**src/rtl/trap_pkg.sv**
```systemverilog
package trap_pkg;
  localparam int XLEN    = 32;
  localparam int TYPE_W  = 8;
  localparam int LVL_W   = 4;
  localparam int SWN_W   = 7;
  localparam int LIDX_W  = 3;
  localparam logic [LIDX_W-1:0] LOC_PC  = 3'd1;
  localparam logic [LIDX_W-1:0] LOC_NPC = 3'd2;
  localparam logic [TYPE_W-1:0] IRQ_BASE = 8'h10;
  localparam logic [TYPE_W-1:0] SW_BASE  = 8'h80;

  // exception index -> trap type (lower half, starting at 1)
  function automatic logic [TYPE_W-1:0] exc_type(input int idx);
    return TYPE_W'(idx + 1);
  endfunction

  // interrupt admission rule
  function automatic logic irq_accept(input logic et, input logic [LVL_W-1:0] lvl,
                                      input logic [LVL_W-1:0] thr);
    return et && (lvl != '0) && ((lvl > thr) || (lvl == 4'hF));
  endfunction

  // table vector from base register and type
  function automatic logic [XLEN-1:0] vec_addr(input logic [XLEN-1:0] base,
                                               input logic [TYPE_W-1:0] ttype);
    return {base[XLEN-1:12], ttype, 4'b0000};
  endfunction
endpackage

```
**src/rtl/trap_arbiter.sv**
```systemverilog
module trap_arbiter
  import trap_pkg::*;
#(
  parameter int NEXC = 8
) (
  input  logic [NEXC-1:0]   exc_req,
  input  logic              sw_req,
  input  logic [SWN_W-1:0]  sw_num,
  input  logic              irq_ok,
  input  logic [LVL_W-1:0]  irq_level,
  output logic              any,
  output logic [TYPE_W-1:0] sel_type,
  output logic              g_exc,
  output logic              g_sw,
  output logic              g_irq
);
  logic [TYPE_W-1:0] exc_sel;

  // lowest index wins: scan from the top down so the last hit is the lowest
  always_comb begin
    exc_sel = '0;
    for (int i = NEXC - 1; i >= 0; i--) begin
      if (exc_req[i]) exc_sel = exc_type(i);
    end
  end

  assign g_exc = |exc_req;
  assign g_sw  = !g_exc && sw_req;
  assign g_irq = !g_exc && !sw_req && irq_ok;
  assign any   = g_exc || g_sw || g_irq;

  always_comb begin
    if (g_exc)      sel_type = exc_sel;
    else if (g_sw)  sel_type = SW_BASE | {1'b0, sw_num};
    else if (g_irq) sel_type = IRQ_BASE | {4'b0, irq_level};
    else            sel_type = '0;
  end
endmodule

```
**src/rtl/trap_vector.sv**
```systemverilog
module trap_vector
  import trap_pkg::*;
(
  input  logic [XLEN-1:0]   tbr,
  input  logic [TYPE_W-1:0] ttype,
  output logic [XLEN-1:0]   vec,
  output logic [XLEN-1:0]   vec_n
);
  assign vec   = vec_addr(tbr, ttype);
  assign vec_n = vec + XLEN'(4);
endmodule

```
**src/rtl/trap_window.sv**
```systemverilog
module trap_window #(
  parameter int NWIN = 8,
  parameter int CW   = $clog2(NWIN)
) (
  input  logic [CW-1:0] cwp,
  output logic [CW-1:0] nxt
);
  function automatic logic [CW-1:0] advance(input logic [CW-1:0] w);
    return (int'(w) == NWIN - 1) ? '0 : w + CW'(1);
  endfunction

  assign nxt = advance(cwp);
endmodule

```
**src/rtl/trap_entry_ctrl.sv**
```systemverilog
module trap_entry_ctrl
  import trap_pkg::*;
#(
  parameter int NEXC = 8,
  parameter int NWIN = 8,
  parameter int CW   = $clog2(NWIN)
) (
  input  logic              clk,
  input  logic              rst_n,
  input  logic              boundary,
  input  logic [NEXC-1:0]   exc_req,
  input  logic [3:0]        irq_level,
  input  logic [3:0]        pil,
  input  logic              sw_req,
  input  logic [6:0]        sw_num,
  input  logic              trap_return,
  input  logic [31:0]       pc,
  input  logic [31:0]       npc,
  input  logic [CW-1:0]     cwp,
  input  logic [31:0]       tbr,
  output logic              insn_commit,
  output logic              trap_taken,
  output logic [7:0]        trap_type,
  output logic [31:0]       fetch_pc,
  output logic [31:0]       fetch_npc,
  output logic [CW-1:0]     new_cwp,
  output logic              supervisor,
  output logic              traps_enabled,
  output logic              sv_pc_en,
  output logic [CW-1:0]     sv_pc_win,
  output logic [2:0]        sv_pc_idx,
  output logic [31:0]       sv_pc_data,
  output logic              sv_npc_en,
  output logic [CW-1:0]     sv_npc_win,
  output logic [2:0]        sv_npc_idx,
  output logic [31:0]       sv_npc_data
);
  // named internal events, visible to the checker
  logic              irq_ok;
  logic              req_any;
  logic              take_now;
  logic              g_exc, g_sw, g_irq;
  logic [TYPE_W-1:0] sel_type;
  logic [XLEN-1:0]   vec, vec_n;
  logic [CW-1:0]     cwp_nxt;
  logic              et_q, s_q;

  assign irq_ok   = irq_accept(et_q, irq_level, pil);
  assign take_now = boundary && req_any;

  trap_arbiter #(.NEXC(NEXC)) u_arb (
    .exc_req  (exc_req),
    .sw_req   (sw_req),
    .sw_num   (sw_num),
    .irq_ok   (irq_ok),
    .irq_level(irq_level),
    .any      (req_any),
    .sel_type (sel_type),
    .g_exc    (g_exc),
    .g_sw     (g_sw),
    .g_irq    (g_irq)
  );

  trap_vector u_vec (
    .tbr  (tbr),
    .ttype(sel_type),
    .vec  (vec),
    .vec_n(vec_n)
  );

  trap_window #(.NWIN(NWIN), .CW(CW)) u_win (
    .cwp(cwp),
    .nxt(cwp_nxt)
  );

  assign insn_commit = boundary && !req_any;

  always_ff @(posedge clk) begin
    if (!rst_n) begin
      trap_taken  <= 1'b0;
      trap_type   <= '0;
      fetch_pc    <= '0;
      fetch_npc   <= '0;
      new_cwp     <= '0;
      sv_pc_data  <= '0;
      sv_npc_data <= '0;
      et_q        <= 1'b0;
      s_q         <= 1'b1;
    end else begin
      trap_taken <= take_now;
      if (take_now) begin
        trap_type   <= sel_type;
        fetch_pc    <= vec;
        fetch_npc   <= vec_n;
        new_cwp     <= cwp_nxt;
        sv_pc_data  <= pc;
        sv_npc_data <= npc;
        et_q        <= 1'b0;
        s_q         <= 1'b1;
      end else if (trap_return) begin
        et_q <= 1'b1;
        s_q  <= 1'b0;
      end
    end
  end

  assign traps_enabled = et_q;
  assign supervisor    = s_q;
  assign sv_pc_en      = trap_taken;
  assign sv_npc_en     = trap_taken;
  assign sv_pc_win     = new_cwp;
  assign sv_npc_win    = new_cwp;
  assign sv_pc_idx     = LOC_PC;
  assign sv_npc_idx    = LOC_NPC;
endmodule

```
**config.mk**
```make
export PLATFORM = sky130hd
export DESIGN_NAME = trap_entry_ctrl
export DESIGN_NICKNAME = d
export VERILOG_FILES = /design/src/rtl/trap_pkg.sv /design/src/rtl/trap_arbiter.sv /design/src/rtl/trap_vector.sv /design/src/rtl/trap_window.sv /design/src/rtl/trap_entry_ctrl.sv
export SDC_FILE = /design/constraint.sdc
export NUM_CORES = 1
export LEC_CHECK = 0
export CAP_MARGIN = 20
export CORE_AREA = 4 4 108 110
export CTS_CLUSTER_SIZE = 8
export DETAILED_ROUTE_END_ITERATION = 16
export DIE_AREA = 0 0 112 114
export DONT_BUFFER_PORTS = 1
export PLACE_DENSITY = 0.54
export SLEW_MARGIN = 20
export SYNTH_ARGS = -nofsm -noshare
export SYNTH_HDL_FRONTEND = slang
export SYNTH_SLANG_ARGS = --single-unit
```
**constraint.sdc**
```tcl
create_clock -name clk -period 2.2 [get_ports clk]
set_input_delay 0.33 -clock clk [delete_from_list [all_inputs] [get_ports clk]]
set_output_delay 0.33 -clock clk [all_outputs]
set_load 0.05 [all_outputs]
```
==> results by group, run 1 <==
Run status
  – Status: finished, final reports clean

Route
  – Via Count: 2460
  – # DRC: 0
  – Final WL: 9010 µm
  – Post-DRT Antenna Nets: 0
  – Vias per Instance: 5.32
  – Initial DRC count: 103
  – Pre-antenna DRT Iters: 4
  – Avg WL per Cell: 19.5 µm

Setup path
  – Worst Setup End Kind: output pin
  – Reg-to-Reg End: new_cwp[0]
  – Required time of the critical path: 1.87 ns
  – Worst EP arrival: 1.71 ns
  – Worst Reg-to-Reg Cells: 5
  – Critical Path Start Type: input port
  – WS Path Type: in -> out
  – CP Max Fanout: 3
  – Register-to-register path setup slack: 0.68 ns
  – FF-to-FF Start: traps_enabled

Global routing
  – Initial antenna violation count: 0
  – Total gr overflow: 0
  – Global-route usage over all layers: 0.133
  – Pin count of the biggest net entering global routing: 53
  – Vias in the first global route: 2386
  – First-pass GRT wire length: 13300 µm

Synth
  – Seq/Total Area, Yosys: 0.519
  – Cell count after synthesis: 337
  – Dominant cell by count in the synthesized netlist: dfxtp_1
  – Synth cell types: 38
  – Dominant synthesized flop cell: dfxtp_1
  – Synth cell count leaders: dfxtp_1 (99), a22o_1 (91), buf_4 (57), buf_2 (12), inv_1 (10)
  – Synth area leader: dfxtp_1
  – FFs w/ async S/R, synth: 0
  – Syn. warnings: 0
  – Post-synth top area share: 0.519
  – Mapped cell area: 3820 µm²
  – Syn avg cell area: 11.3 µm²
  – Number of flops mapped to enable cells by yosys: 0
  – Top post-synthesis cells by area: dfxtp_1 (52%), a22o_1 (21%), buf_4 (11%)
  – Flops & latches, synth: 99

STA
  – Final slew viol count: 0
  – Final hold vios: 0
  – RSZ-0062 raised after global routing: no
  – Fin crit period: 2.04 ns
  – Skew final: 0.0109 ns
  – Highest clock rate: 0.490 GHz
  – Slew headroom: 0.453
  – Setup violations, final: 0
  – Worst-margin pin slew: 0.820 ns
  – Tcrit/Tclk final: 0.928
  – Setup TNS: 0 ns

Final layout
  – Area delta synth->final: 5.31%
  – Final nets: 450
  – Layout cell share with drive strength beyond 1: 0.180
  – Final non-filler cell total: 462
  – Number of diodes: 0

Clocking
  – Depth of the CTS H-tree: 3
  – CTS clk-pin slew, worst paths: 0.10 ns
  – Hold Buf Count CTS: 0
  – CTS Sinks: 99
  – CTS tree: yes
  – Setup Fix Bufs, Post-CTS: 0
  – TritonCTS Buffers: 9
  – Skew-Pair Late Insertion Delay: 0.37 ns
  – Clk root buf: clkbuf_8
  – CTS resizes: 0
  – CTS max path bufs: 2

Power and ir drop
  – Max IR drop VDD: 471 µV
  – Power Density: 1000 nW/µm²
  – Lkg Pwr: 1.68 nW
  – Total power: 0.00403 W

Floorplan
  – Std-Cell Core Area: 10700 µm²
  – Cell row count: 38
  – Die width: 112 µm
  – Die Area: 12800 µm²
  – I/O pin count: 284
  – Starting Density: 0.357
  – Die H: 114 µm

Worst hold path
  – Hold Crit Class: in -> reg
  – Hold-critical path endpoint: supervisor
  – Worst Hold Depth: 1
  – Hold Startpoint: trap_return

Placed design
  – Placed Cells: 446
  – RD Place Congestion: 0.811
  – Detailed placement HPWL: 6770 µm
  – Port Buf Inserts: 0

Job
  – Max Cap Viol: 0
placed cells by master (no fill, tap or decap), types with 3 or more instances in the layout:
cell / count
ha_1: 6
clkbuf_8: 9
buf_4: 31
o21ai_0: 3
dfxtp_1: 95
buf_12: 5
a22o_1: 91
inv_1: 10
conb_1: 13
a21oi_1: 4
dfxtp_2: 4
nor2_1: 4
nand2_1: 3
a21o_1: 3
nor3_1: 4
per-layer routing:
layer,part of all wire,vias up,global-route usage
met5,0,-,0
met4,0.020,0,0.0665
met3,0.13,14,0.0785
met2,0.48,177,0.209
met1,0.37,1137,0.143
li1,-,1132,-
cell families after synthesis:
kind of cell / synth area share
AO/OA/AOI/OAI: 0.264
adder cells (fa/ha/maj): 0.0197
buffers and inverters: 0.156
flip-flops: 0.519
multiplexers: 0.00262
other: 0.00197
AND/OR/NAND/NOR: 0.0361
cell type report:
class                           count  area, µm²
Fill cell                        1073       6680
Sequential cell                    99       1990
Multi-Input combinational cell    161       1290
Timing Repair Buffer               36        333
Tap cell                          140        175
Clock buffer                       11        131
Clock inverter                      5       62.6
Inverter                           10       37.5
through the flow:
| step | utilization | setup slack (ns) | hold WS, ns | instance area [µm²] |
|---|---|---|---|---|
| 6_report | 0.376 | 0.158 | 0.0506 | 4020 |
| 5_1_grt | 0.376 | 0.0698 | 0.0343 | 4020 |
| 4_1_cts | 0.376 | 0.164 | 0.0118 | 4020 |
| 3_5_place_dp | 0.358 | 0.114 | 0.450 | 3820 |
| 3_3_place_gp | 0.358 | 0.139 | 0.438 | 3820 |
| 2_1_floorplan | - | 0.228 | 0.430 | 3860 |
state kept, by name, summed over array words and instances (netlist names):
name and count:
new_cwp 3, fetch_pc 21, sv_pc_data 32, trap_type 7, sv_npc_data 32, sv_npc_en 1
traps_enabled 1, supervisor 1, fetch_npc 1
worst max-delay path: stages:
cell and delay, ns:
inv_1 0.02, ha_1 0.28, nor2b_1 0.13, o211ai_1 0.10
a21oi_1 0.35, nand2_1 0.12, and3_1 0.21, buf_12 0.15
power by group:
group          total (W)  switching (W)  internal, W
sequential       0.00228       0.000377      0.00191
combinational   0.000599       0.000436     0.000163
clock            0.00115       0.000614     0.000533
total            0.00403        0.00143      0.00260
worst max-delay path by stage:
stage                        startpoint               to  slack (ns)  cells after the start
after CTS                        pil[1]      insn_commit        0.16                      8
after detailed placement     exc_req[6]  sv_npc_data[24]        0.11                      6
final                            pil[1]      insn_commit        0.16                      8
after global routing      traps_enabled      insn_commit        0.07                      5
after global placement       exc_req[6]  sv_npc_data[26]        0.14                      6
after floorplan              exc_req[6]       new_cwp[1]        0.23                      6
Power figures use the tool's default switching activity.
==> run 2: changes to the inputs <==
- CORE_AREA: 4 4 108 110 -> 4 4 107 109
- DIE_AREA: 0 0 112 114 -> 0 0 111 113
- PLACE_DENSITY: 0.54 -> 0.56
- clock period: 2.2 -> 1.87 ns (I/O delays scaled with it)
==> run 2 against run 1 <==
  * Wire length decreased by 0.64%
  * Power up 15%
  * Highest routed layer unchanged
  * Largest cell class unchanged
  * Sequential share of layout area fell by 1.8 points
==> results by group, run 2 (synthesized netlist as in run 1, its figures left out) <==
Run status
  – Status: finished, final reports clean (unchanged)

Final layout
  – Fillers: 1062 (was 1073)
  – Layout cell share with drive strength beyond 1: 0.214 (was 0.180)
  – Area delta synth->final: 9.38% (was 5.31%)
  – Number of diodes: 0 (unchanged)
  – Commonest non-fill, non-tap cells in the layout: dfxtp_1 (95), a22o_1 (91), buf_4 (38), conb_1 (13), inv_1 (10) (was dfxtp_1 (95), a22o_1 (91), buf_4 (31), conb_1 (13), inv_1 (10))
  – Most common cell after layout, fill and taps aside: dfxtp_1 (unchanged)
  – Top flop regs: sv_npc_data: 32 flops, sv_pc_data: 32 flops, fetch_pc: 21 flops (unchanged)
  – Final nets: 465 (was 450)
  – Fin area: 4170 µm² (was 4020 µm²)
  – Core Util, Final: 0.394 (was 0.376)

Global routing
  – First-pass GRT wire length: 13600 µm (was 13300 µm)
  – Initial antenna violation count: 0 (unchanged)
  – Total gr overflow: 0 (unchanged)
  – Global-route usage over all layers: 0.137 (was 0.133)
  – Pin count of the biggest net entering global routing: 54 (was 53)
  – Vias in the first global route: 2439 (was 2386)

STA
  – Worst hold margin: 0.0378 ns (was 0.0506 ns)
  – RSZ-0062 raised after global routing: yes (was no)
  – Final hold vios: 0 (unchanged)
  – Worst-margin pin slew: 0.562 ns (was 0.820 ns)
  – Fin crit period: 1.85 ns
  – Final WS setup: 0.0238 ns (was 0.158 ns)
  – Setup violations, final: 0 (unchanged)
  – Highest clock rate: 0.542 GHz
  – Skew final: 0.00933 ns (was 0.0109 ns)
  – Final slew viol count: 0 (unchanged)
  – Slew headroom: 0.625 (was 0.453)
  – Tcrit/Tclk final: 0.987

Clocking
  – CTS max path bufs: 2 (unchanged)
  – CTS clk-pin slew, worst paths: 0.10 ns (about the same)
  – CTS Sinks: 99 (unchanged)
  – Clk root buf: clkbuf_8 (unchanged)
  – Skew-Pair Late Insertion Delay: 0.37 ns (about the same)
  – TritonCTS Buffers: 9 (unchanged)
  – Depth of the CTS H-tree: 3 (unchanged)
  – CTS tree: yes (unchanged)

Power and ir drop
  – Total power: 0.00465 W (was 0.00403 W)
  – Max IR drop VDD: 557 µV (was 471 µV)
  – Lkg Pwr: 1.75 nW (was 1.68 nW)
  – Power Density: 1110 nW/µm² (was 1000 nW/µm²)

Route
  – Initial DRC count: 140 (was 103)
  – Via Count: 2541 (was 2460)
  – Vias per Instance: 5.33 (was 5.32)
  – Avg WL per Cell: 18.8 µm (was 19.5 µm)
  – Final WL: 8950 µm (was 9010 µm)
  – Post-DRT Antenna Nets: 0 (unchanged)
  – Pre-antenna DRT Iters: 4 (unchanged)
  – # DRC: 0 (unchanged)

Floorplan
  – Starting Density: 0.360 (was 0.357)
  – Die width: 111 µm (was 112 µm)
  – I/O pin count: 284 (unchanged)
  – Cell row count: 38 (unchanged)
  – Die H: 113 µm (was 114 µm)
  – Std-Cell Core Area: 10600 µm² (was 10700 µm²)
  – Die Area: 12500 µm² (was 12800 µm²)

Setup path
  – CP Max Fanout: 4 (was 3)
  – Worst EP arrival: 1.57 ns (was 1.71 ns)
  – Required time of the critical path: 1.59 ns (was 1.87 ns)
  – WS Path Type: in -> out (unchanged)
  – Critical Path Start Type: input port (unchanged)
  – Worst Setup End Kind: output pin (unchanged)

Placed design
  – Pre-CTS WS: -0.108 ns (was 0.114 ns)
  – Port Buf Inserts: 0 (unchanged)
  – Detailed placement HPWL: 6640 µm (was 6770 µm)
  – RD Place Congestion: 0.757 (was 0.811)
  – Placed cell area: 3900 µm² (was 3820 µm²)

Worst hold path
  – Hold Crit Class: in -> reg (unchanged)

Job
  – Max Cap Viol: 0 (unchanged)
[run 2: changes by cell type in the layout (fill, tap and decap cells not counted), moves of 2 or more]
| cell | change |
|---|---|
| clkbuf_1 | -2 |
| buf_12 | +2 |
| clkinv_2 | +2 |
| dlygate4sd3_1 | +6 |
| buf_4 | +7 |
[run 2: critical path, cell delays in order]
cell and delay (ns):
or4_4 0.56, nor4_4 0.25, buf_4 0.16, and3_4 0.19, buf_12 0.13
[run 2: timing repair]
action                     4_1_cts  5_1_grt
setup endpoints to repair        1        1
hold buffers                     2        4
buffers inserted                 1        1
pin swaps                        0        4
resized for setup                2        1
hold endpoints to repair         3        4
[run 2: through the flow]
step	TNS (ns)	cells
2_1_floorplan	-1.59	348
3_3_place_gp	-5.51	453
3_5_place_dp	-7.37	453
4_1_cts	0	472
5_1_grt	-0.0316	477
6_report	0	477
[run 2: report_power, final]
| part | switching (W) | internal, W |
|---|---|---|
| combinational | 0.000557 | 0.000213 |
| sequential | 0.000406 | 0.00224 |
| clock | 0.000740 | 0.000490 |
| total | 0.00170 | 0.00295 |
[run 2: final timing paths]
path                 start       endpoint  slack, ns  cells after the start
max             exc_req[6]    insn_commit       0.02                      5
min                  pc[9]  sv_pc_data[9]       0.04                      1
min reg2reg   trap_type[5]   trap_type[5]       0.48                      1
max reg2reg  traps_enabled     new_cwp[0]       0.39                      6
[run 2: final cells by class]
cell class              instances  area [µm²]  share of cell area
inverters                      10        37.5             0.00899
clock buffers                   9         124              0.0297
flip-flops and latches         99        1990               0.476
multi-input cells             161        1310               0.315
repair buffers                 51         485               0.116
well taps                     140         175              0.0420
clock inverters                 7        51.3              0.0123
[run 2: layer usage]
metal | track usage | share of wire | vias to the layer above
li1 | - | - | 1166
met1 | 0.153 | 0.39 | 1207
met2 | 0.220 | 0.48 | 161
met3 | 0.0786 | 0.11 | 7
met4 | 0.0493 | 0.012 | 0
met5 | 0 | 0 | -
==> run 3: changes to the inputs <==
- CORE_AREA: 4 4 107 109 -> 4 4 108 110
- CTS_CLUSTER_DIAMETER: not set -> 200
- DIE_AREA: 0 0 111 113 -> 0 0 112 114
- PLACE_DENSITY: 0.56 -> 0.54
- clock period: 1.87 -> 1.83 ns (I/O delays scaled with it)
==> run 3 against run 2 <==
  * Global-route usage decreased by 0.13 points
  * Cell count is 0.42% higher
  * Wire length is 2.6% higher
  * Via count decreased by 2.0%
  * Utilization up 0.095 points
  * Setup slack got worse by 0.010 ns
  * Critical path depth stayed put
  * Design area up 1.1%
  * Sequential cell count did not move
  * Hold slack better by 0.0022 ns
  * First-iteration DRC count is 14% lower
  * Critical path type unchanged
  * Highest routed layer unchanged
==> results by group, run 3 (synthesized netlist as in run 1, its figures left out) <==
Floorplan
  – Cell row count: 38 (unchanged)
  – Die width: 112 µm (was 111 µm)
  – Die Area: 12800 µm² (was 12500 µm²)
  – Std-Cell Core Area: 10700 µm² (was 10600 µm²)
  – Starting Density: 0.357 (was 0.360)
  – I/O pin count: 284 (unchanged)
  – Die H: 114 µm (was 113 µm)

Worst hold path
  – Hold-critical path endpoint: trap_type[5] (was sv_pc_data[9])
  – Hold Startpoint: sw_num[5] (was pc[9])
  – Worst Hold Depth: 1 (unchanged)
  – Hold Crit Class: in -> reg (unchanged)

Global routing
  – First-pass GRT wire length: 13600 µm (about the same)
  – Vias in the first global route: 2415 (was 2439)
  – Initial antenna violation count: 0 (unchanged)
  – Total gr overflow: 0 (unchanged)
  – Pin count of the biggest net entering global routing: 49 (was 54)
  – Global-route usage over all layers: 0.136 (was 0.137)

Clocking
  – Depth of the CTS H-tree: 3 (unchanged)
  – CTS clk-pin slew, worst paths: 0.09 ns (was 0.10 ns)
  – CTS Sinks: 99 (unchanged)
  – CTS tree: yes (unchanged)
  – Skew-Pair Late Insertion Delay: 0.36 ns (was 0.37 ns)
  – TritonCTS Buffers: 9 (unchanged)
  – CTS max path bufs: 2 (unchanged)
  – Clk root buf: clkbuf_8 (unchanged)

STA
  – Fin crit period: 1.82 ns
  – Tcrit/Tclk final: 0.993
  – Slew headroom: 0.634 (was 0.625)
  – RSZ-0062 raised after global routing: yes (unchanged)
  – Skew final: 0.00919 ns (was 0.00933 ns)
  – Setup violations, final: 0 (unchanged)
  – Worst-margin pin slew: 0.548 ns (was 0.562 ns)
  – Worst hold margin: 0.0400 ns (was 0.0378 ns)
  – Final slew viol count: 0 (unchanged)
  – Highest clock rate: 0.551 GHz
  – Final WS setup: 0.0135 ns (was 0.0238 ns)
  – Final hold vios: 0 (unchanged)

Power and ir drop
  – Net Sw Power: 0.00171 W (was 0.00170 W)
  – Power Density: 1160 nW/µm² (was 1110 nW/µm²)
  – Max IR drop VDD: 663 µV (was 557 µV)
  – Logic pwr share: 0.162 (was 0.166)
  – Sw Share: 0.349 (was 0.366)
  – Sequential power share: 0.552 (was 0.570)
  – Total power: 0.00490 W (was 0.00465 W)
  – Lkg Pwr: 1.78 nW (was 1.75 nW)
  – Clock power share: 0.286 (was 0.265)
  – Internal power: 0.00319 W (was 0.00295 W)

Setup path
  – FF-to-FF Start: traps_enabled (unchanged)
  – WS Path Type: in -> out (unchanged)
  – CP Max Fanout: 3 (was 4)
  – Slowest CP cell: or4_4 (unchanged)
  – Critical-path cell list: or4_4, nor4_4, buf_4, and3_4, buf_12 (unchanged)
  – Slowest cell delay on critical path: 0.55 ns (was 0.56 ns)
  – Worst EP arrival: 1.54 ns (was 1.57 ns)
  – Register-to-register path setup slack: 0.40 ns (was 0.39 ns)
  – Critical Path Start Type: input port (unchanged)
  – Worst Reg-to-Reg Cells: 6 (unchanged)
  – Reg-to-Reg End: sv_npc_data[9] (was new_cwp[0])
  – Required time of the critical path: 1.56 ns (was 1.59 ns)
  – Worst Setup End Kind: output pin (unchanged)

Final layout
  – Top flop regs: sv_npc_data: 32 flops, sv_pc_data: 32 flops, fetch_pc: 21 flops (unchanged)
  – Fillers: 1043 (was 1062)
  – Commonest non-fill, non-tap cells in the layout: dfxtp_1 (96), a22o_1 (91), buf_4 (39), conb_1 (13) (was dfxtp_1 (95), a22o_1 (91), buf_4 (38), conb_1 (13), inv_1 (10))
  – Final nets: 467 (was 465)
  – Number of diodes: 0 (unchanged)
  – Register area: 1990 µm² (about the same)
  – Layout cell share with drive strength beyond 1: 0.209 (was 0.214)
  – Most common cell after layout, fill and taps aside: dfxtp_1 (unchanged)
  – Area of the multi-input gates: 1300 µm² (was 1310 µm²)
  – Area delta synth->final: 10.6% (was 9.38%)

Route
  – Pre-antenna DRT Iters: 4 (unchanged)
  – Post-DRT Antenna Nets: 0 (unchanged)
  – # DRC: 0 (unchanged)
  – Vias per Instance: 5.20 (was 5.33)
  – Via Count: 2490 (was 2541)
  – Initial DRC count: 121 (was 140)
  – Avg WL per Cell: 19.2 µm (was 18.8 µm)
  – Final WL: 9180 µm (was 8950 µm)

Placed design
  – Pre-CTS WS: -0.145 ns (was -0.108 ns)
  – RD Place Congestion: 0.787 (was 0.757)
  – Detailed placement HPWL: 6720 µm (was 6640 µm)
  – Port Buf Inserts: 0 (unchanged)

Run status
  – Status: finished, final reports clean (unchanged)

Job
  – Max Cap Viol: 0 (unchanged)
==> run 3: changes by cell type in the layout (fill, tap and decap cells not counted), sizes merged <==
| cell | change |
|---|---|
| buf | +2 |
| clkbuf | +2 |
| bufinv | +1 |
| clkinv | -1 |
| clkinvlp | -1 |
| inv | -1 |
==> run 3: power by group through the flow <==
stage	logic [W]	registers (W)	clock network, W
after floorplan	0.000582	0.00289	0
after detailed placement	0.000782	0.00276	0
after global placement	0.000770	0.00276	0
final	0.000794	0.00271	0.00140
after CTS	0.000788	0.00271	0.00148
after global routing	0.000838	0.00272	0.00158
==> run 3: per-layer routing <==
metal  global-route usage  routed length [µm]  up-vias
met1                0.160                3610     1162
met4               0.0713                 214        0
met5                    0                   0        -
met2                0.213                4470      141
met3               0.0557                 889       19
li1                     -                   -     1168
==> run 3: per-stage QoR <==
stage | TNS [ns] | utilization | area, µm² | cells
2_1_floorplan | -4.16 | - | 3880 | 348
3_3_place_gp | -7.69 | 0.368 | 3940 | 455
3_5_place_dp | -10.23 | 0.368 | 3940 | 455
4_1_cts | 0 | 0.390 | 4170 | 474
5_1_grt | -0.0248 | 0.395 | 4220 | 479
6_report | 0 | 0.395 | 4220 | 479
==> run 3: worst max path at each step <==
| stage | start | to | slack (ns) | cells past startpoint |
|---|---|---|---|---|
| CTS | exc_req[6] | insn_commit | 0.005 | 5 |
| finish | exc_req[6] | insn_commit | 0.01 | 5 |
| floorplan | exc_req[6] | supervisor | -0.06 | 7 |
| detailed placement | exc_req[6] | supervisor | -0.14 | 6 |
| global route | exc_req[6] | insn_commit | -0.02 | 5 |
| global placement | exc_req[6] | supervisor | -0.11 | 6 |
==> run 3: area by class of cell <==
class | count | area share
inverters | 10 | 0.00889
clock inverters | 5 | 0.0142
multi-input cells | 161 | 0.308
well taps | 140 | 0.0415
flip-flops and latches | 99 | 0.470
clock buffers | 11 | 0.0335
repair buffers | 53 | 0.123
==> run 3: what timing repair did <==
item,4_1_cts,5_1_grt
gates resized for setup,2,1
pin swaps,0,0
setup endpoints to repair,1,1
setup buffers,2,0
hold endpoints to repair,1,5
hold buffers,1,5
==> run 3: critical path: cells and delay by family <==
kind	cells	cell delay (ns)
simple gates	3	0.98
buf+inv	2	0.28
